<file path="src/rtl/ta_guard_pkg.sv">
package ta_guard_pkg;

    typedef enum logic {
        KS_IDLE,
        KS_ARMED
    } key_state_e;

    typedef enum logic {
        WS_SHUT,
        WS_OPEN
    } win_state_e;

    // One decoded bus cycle at the unlock address
    typedef struct packed {
        logic first;   // first key byte written
        logic second;  // second key byte written
        logic other;   // any other byte written
    } key_evt_t;

endpackage

</file>
<file path="src/rtl/ta_key_decode.sv">
module ta_key_decode
    import ta_guard_pkg::*;
#(
    parameter int ADDR_W = 8,
    parameter int DATA_W = 8,
    parameter logic [ADDR_W-1:0] UNLOCK_ADDR = 8'hC7,
    parameter logic [DATA_W-1:0] KEY_FIRST = 8'hAA,
    parameter logic [DATA_W-1:0] KEY_SECOND = 8'h55
) (
    input  logic              wr_en,
    input  logic [ADDR_W-1:0] wr_addr,
    input  logic [DATA_W-1:0] wr_data,
    output key_evt_t          evt
);

    logic hit;

    always_comb begin
        hit        = wr_en && (wr_addr == UNLOCK_ADDR);
        evt.first  = hit && (wr_data == KEY_FIRST);
        evt.second = hit && (wr_data == KEY_SECOND);
        evt.other  = hit && (wr_data != KEY_FIRST) && (wr_data != KEY_SECOND);
    end

endmodule

</file>
<file path="src/rtl/ta_key_seq.sv">
module ta_key_seq
    import ta_guard_pkg::*;
#(
    parameter int KEY_GAP = 3
) (
    input  logic     clk,
    input  logic     rst_n,
    input  key_evt_t evt,
    output logic     armed,
    output logic     key_ok
);

    localparam int GW = (KEY_GAP < 2) ? 1 : $clog2(KEY_GAP);
    localparam logic [GW-1:0] GAP_LAST = GW'(KEY_GAP - 1);

    key_state_e state_q, state_d;
    logic [GW-1:0] cnt_q, cnt_d;

    // Next-state logic
    always_comb begin
        state_d = state_q;
        cnt_d   = cnt_q;
        unique case (state_q)
            KS_IDLE: begin
                if (evt.first) begin           // arm
                    state_d = KS_ARMED;
                    cnt_d   = '0;
                end
            end
            KS_ARMED: begin
                if (evt.first) begin           // rearm
                    state_d = KS_ARMED;
                    cnt_d   = '0;
                end else if (evt.second || evt.other) begin  // abort
                    state_d = KS_IDLE;
                    cnt_d   = '0;
                end else if (cnt_q == GAP_LAST) begin        // lapse
                    state_d = KS_IDLE;
                    cnt_d   = '0;
                end else begin
                    cnt_d = cnt_q + 1'b1;
                end
            end
            default: begin
                state_d = KS_IDLE;
                cnt_d   = '0;
            end
        endcase
    end

    // State register
    always_ff @(posedge clk or negedge rst_n) begin
        if (!rst_n) begin
            state_q <= KS_IDLE;
            cnt_q   <= '0;
        end else begin
            state_q <= state_d;
            cnt_q   <= cnt_d;
        end
    end

    // Outputs
    always_comb begin
        armed  = (state_q == KS_ARMED);
        key_ok = armed && evt.second;
    end

endmodule

</file>
<file path="src/rtl/ta_win_timer.sv">
module ta_win_timer
    import ta_guard_pkg::*;
#(
    parameter int WIN_LEN = 3
) (
    input  logic clk,
    input  logic rst_n,
    input  logic load,
    output logic open
);

    localparam int WW = (WIN_LEN < 2) ? 1 : $clog2(WIN_LEN);
    localparam logic [WW-1:0] WIN_LAST = WW'(WIN_LEN - 1);

    win_state_e state_q, state_d;
    logic [WW-1:0] cnt_q, cnt_d;

    // Next-state logic
    always_comb begin
        state_d = state_q;
        cnt_d   = cnt_q;
        unique case (state_q)
            WS_SHUT: begin
                if (load) begin                // open
                    state_d = WS_OPEN;
                    cnt_d   = '0;
                end
            end
            WS_OPEN: begin
                if (load) begin                // reload
                    state_d = WS_OPEN;
                    cnt_d   = '0;
                end else if (cnt_q == WIN_LAST) begin  // expire
                    state_d = WS_SHUT;
                    cnt_d   = '0;
                end else begin
                    cnt_d = cnt_q + 1'b1;
                end
            end
            default: begin
                state_d = WS_SHUT;
                cnt_d   = '0;
            end
        endcase
    end

    // State register
    always_ff @(posedge clk or negedge rst_n) begin
        if (!rst_n) begin
            state_q <= WS_SHUT;
            cnt_q   <= '0;
        end else begin
            state_q <= state_d;
            cnt_q   <= cnt_d;
        end
    end

    // Outputs
    always_comb begin
        open = (state_q == WS_OPEN);
    end

endmodule

</file>
<file path="src/rtl/ta_guard.sv">
module ta_guard
    import ta_guard_pkg::*;
#(
    parameter int ADDR_W = 8,
    parameter int DATA_W = 8,
    parameter logic [ADDR_W-1:0] UNLOCK_ADDR = 8'hC7,
    parameter logic [DATA_W-1:0] KEY_FIRST = 8'hAA,
    parameter logic [DATA_W-1:0] KEY_SECOND = 8'h55,
    parameter int KEY_GAP = 3,
    parameter int WIN_LEN = 3
) (
    input  logic              clk,
    input  logic              rst_n,
    input  logic              wr_en,
    input  logic [ADDR_W-1:0] wr_addr,
    input  logic [DATA_W-1:0] wr_data,
    output logic              prot_we,
    output logic [1:0]        ta_status
);

    key_evt_t evt;
    logic     armed;
    logic     key_ok;
    logic     win_open;

    ta_key_decode #(
        .ADDR_W      (ADDR_W),
        .DATA_W      (DATA_W),
        .UNLOCK_ADDR (UNLOCK_ADDR),
        .KEY_FIRST   (KEY_FIRST),
        .KEY_SECOND  (KEY_SECOND)
    ) i_decode (
        .wr_en   (wr_en),
        .wr_addr (wr_addr),
        .wr_data (wr_data),
        .evt     (evt)
    );

    ta_key_seq #(
        .KEY_GAP (KEY_GAP)
    ) i_key_seq (
        .clk    (clk),
        .rst_n  (rst_n),
        .evt    (evt),
        .armed  (armed),
        .key_ok (key_ok)
    );

    ta_win_timer #(
        .WIN_LEN (WIN_LEN)
    ) i_win_timer (
        .clk   (clk),
        .rst_n (rst_n),
        .load  (key_ok),
        .open  (win_open)
    );

    always_comb begin
        prot_we   = win_open;
        ta_status = {win_open, armed};
    end

endmodule

</file>
<file path="config.mk">
export PLATFORM = sky130hd
export DESIGN_NAME = ta_guard
export DESIGN_NICKNAME = d
export VERILOG_FILES = /design/src/rtl/ta_guard_pkg.sv /design/src/rtl/ta_key_decode.sv /design/src/rtl/ta_key_seq.sv /design/src/rtl/ta_win_timer.sv /design/src/rtl/ta_guard.sv
export SDC_FILE = /design/constraint.sdc
export NUM_CORES = 1
export LEC_CHECK = 0
export ABC_AREA = 1
export BUFFER_PORTS_ARGS = -buffer_cell sky130_fd_sc_hd__buf_2
export CAP_MARGIN = 30
export CORE_AREA = 2 2 39 41
export CTS_BUF_LIST = sky130_fd_sc_hd__clkbuf_8
export CTS_CLUSTER_SIZE = 25
export DETAILED_ROUTE_END_ITERATION = 10
export DIE_AREA = 0 0 41 43
export PLACE_DENSITY = 0.52
export RECOVER_POWER = 25
export SLEW_MARGIN = 15
export SYNTH_ARGS = -nofsm -noshare
export SYNTH_HDL_FRONTEND = slang
export SYNTH_SLANG_ARGS = --single-unit
</file>
<file path="constraint.sdc">
create_clock -name clk -period 1.4 [get_ports clk]
set_clock_uncertainty 0.1 [all_clocks]
set_input_delay 0.14 -clock clk [delete_from_list [all_inputs] [get_ports clk]]
set_output_delay 0.14 -clock clk [all_outputs]
set_load 0.02 [all_outputs]
</file>
==> impl_metrics.env <==
export IMPL_p_int_uw=383
export IMPL_cts_buffers=3
export IMPL_antenna_found_initial=0
export IMPL_netlist_area_sq_um=382
export IMPL_setup_viol=0
export IMPL_core_area_sq_mm=0.00138
export IMPL_fin_crit_sh_pct=75.9
export IMPL_cp_cell_sequence="buf_2"
export IMPL_fmax_mhz=941
export IMPL_cp_data_arrival_time_ps=820
export IMPL_n_antenna_cell=0
export IMPL_cp_num_buf_inv=1
export IMPL_syn_area_per_cell_sq_um=6.70
export IMPL_drtIter0Drc=7
export IMPL_ioPinCount=22
export IMPL_ir_drop_mv=0.329
export IMPL_fin_setup_tns_ps=0
export IMPL_viasPerCell=4.53
export IMPL_die_w_microns=41
export IMPL_synth_simple_area_share_pct=40.7
export IMPL_maxSlewHeadroom_pct=78.8
export IMPL_drv_cap=0
export IMPL_synth_top_family_by_area="simple AND/OR/NAND/NOR gates"
export IMPL_critPathLaunchType="flop"
export IMPL_cts_clk_slew_worst_paths_ps=30
export IMPL_grt_pass1_wl_microns=1270
export IMPL_ant_nets=0
export IMPL_hold_class="in2reg"
export IMPL_portBuffers=21
export IMPL_ff2ff_setup_slack_ps=350
export IMPL_die_h_microns=43
export IMPL_routed_wl_microns=794
export IMPL_yosysWarnings=0
export IMPL_htree_levels=1
export IMPL_yosysSeqAreaShare_pct=39.3
export IMPL_critPathKind="reg2out"
export IMPL_p_leak_nw=0.284
export IMPL_maxSlewViolCount=0
export IMPL_slowest_stage="dfrtp_1"
export IMPL_seqPwrFrac_pct=36.9
export IMPL_drc=0
export IMPL_p_comb_share_pct=8.9
export IMPL_ff2ff_path_depth=5
export IMPL_syn_num_nets=76
export IMPL_grt_use_met2_pct=19.1
export IMPL_met3_usage_pct=1.57
export IMPL_die_area_sq_mm=0.00176
export IMPL_dpl_worst_slack_ps=342
export IMPL_crit_fanout=7
export IMPL_final_nets=101
export IMPL_final_hold_violation_count=0
export IMPL_synthesis_instances=57
export IMPL_synthAdderAreaFrac_pct=0
export IMPL_power_net_switching_uw=91.5
export IMPL_ctsRootBufferMaster="clkbuf_8"
export IMPL_use_met1_pct=10.2
export IMPL_tritoncts="built"
export IMPL_synth_distinct_cells=11
export IMPL_max_slew_worst_pin_slew_ps=318
export IMPL_grt_busiest_layer="met2"
export IMPL_switching_share_pct=19.3
export IMPL_synthXorXnorAreaFrac_pct=0
export IMPL_r2r_end="i_win_timer.cnt_q[0]"
export IMPL_cts_setup_buffers=0
export IMPL_insertion_delay_ps=220
export IMPL_ys_ff_latch=6
export IMPL_place_hpwl_microns=692
export IMPL_cpLargestDelayFamily="flip-flops"
export IMPL_first_global_vias=374
export IMPL_grt_start_max_net_pins=8
export IMPL_rr_startpoint="i_key_seq.armed"
export IMPL_drive_gt1_share_pct=35.0
export IMPL_worst_hold_startpoint="wr_data[5]"
export IMPL_rsz0062_at_grt="no"
export IMPL_gr_total_overflow=0
export IMPL_endpoint_kind="output pin"
export IMPL_cts_sinks=6
export IMPL_dr_pass1_iters=4
export IMPL_route_detailed_wl_per_inst_microns=8.27
export IMPL_cts_buffer_depth=2
export IMPL_place_gp_congestion=0.736
export IMPL_synth_compound_area_share_pct=6.23
export IMPL_grtUsageTotal_pct=11.1
export IMPL_syn_to_final_growth_pct=42.0
export IMPL_worst_slack_ps=338
export IMPL_initial_core_util_pct=27.6
export IMPL_synth_area_mux_share_pct=0
export IMPL_final_min_clock_period_ps=1060
export IMPL_worst_ep_required_time_ps=1160
export IMPL_run_status="finished, final reports clean"
export IMPL_row_count=14
export IMPL_cellPowerDensity_mw_per_mm2=877
export IMPL_cp_startpoint="i_win_timer.open"
export IMPL_critPathMaxStageDelay_ps=410
export IMPL_timing_critical_path_to="prot_we"
export IMPL_clock_power_share_pct=54.1
export IMPL_cp_num_cells=1
export IMPL_vias=435
layout make-up:
class / count / area (sq um)
timing repair buffer: 22 / 114
multi-input combinational: 39 / 179
clock buffer: 3 / 41.3
sequential: 6 / 150
tap: 16 / 20.0
inverter: 10 / 37.5
fill: 146 / 842
stage by stage:
step,instances,power (mW),util (%),hold slack [ps],instance area [sq um]
floorplan,57,0.188,-,-256,382
global placement,92,0.219,35.5,-127,492
detailed placement,92,0.219,35.5,-129,492
CTS,96,0.479,39.2,174,543
global route,96,0.490,39.2,201,542
finish,96,0.475,39.2,172,542
cells by family after synthesis:
logic type / Yosys count
AO/OA/AOI/OAI: 4
flip-flops: 6
buffers and inverters: 12
AND/OR/NAND/NOR: 35
registers in the layout (all words and copies together) (netlist names):
name and flops:
i_win_timer.open 1, i_key_seq.cnt_q 2, i_key_seq.armed 1, i_win_timer.cnt_q 2
cell usage after synthesis, drive strengths merged:
library cell / count / area share, %
nand2: 12 / 12
buf: 2 / 3.9
dfrtp: 6 / 39
inv: 10 / 9.8
nand3: 10 / 13
nor3: 1 / 2.6
o21ai: 4 / 6.2
nor2: 12 / 13
routing by layer:
| layer | share of wire [%] | vias up |
|---|---|---|
| li1 | - | 220 |
| met1 | 39 | 194 |
| met2 | 54 | 19 |
| met3 | 5.5 | 2 |
| met4 | 2.1 | 0 |
| met5 | 0 | - |
timing repair:
action                                 4_1_cts  5_1_grt
gates resized for setup                      0        0
hold buffers                                 1        0
setup endpoints to repair                    0        0
endpoints found under the hold margin        6        0
worst min path at each step:
stage | slack [ps] | depth (start not counted) | end
floorplan | -260 | 0 | i_key_seq.armed
global placement | -130 | 1 | i_key_seq.cnt_q[1]
finish | 170 | 4 | i_win_timer.open
detailed placement | -130 | 1 | i_key_seq.cnt_q[0]
global route | 200 | 4 | i_win_timer.open
CTS | 170 | 2 | i_win_timer.cnt_q[1]
power groups by stage:
stage          Combinational [mW]  Sequential, mW  Clock [mW]
2_1_floorplan              0.0106           0.177           0
6_report                   0.0425           0.175       0.257
4_1_cts                    0.0441           0.175       0.259
3_3_place_gp               0.0417           0.177           0
5_1_grt                    0.0496           0.175       0.265
3_5_place_dp               0.0419           0.177           0
placed cells by master (no fill, tap or decap), types with 2 or more instances in the layout:
cell	instances
buf_2	20
clkbuf_8	3
dfrtp_1	6
inv_1	9
nand2_1	12
nand3_1	10
nor2_1	10
nor2_2	2
o21ai_0	3
(Power assumes the default switching activity.)
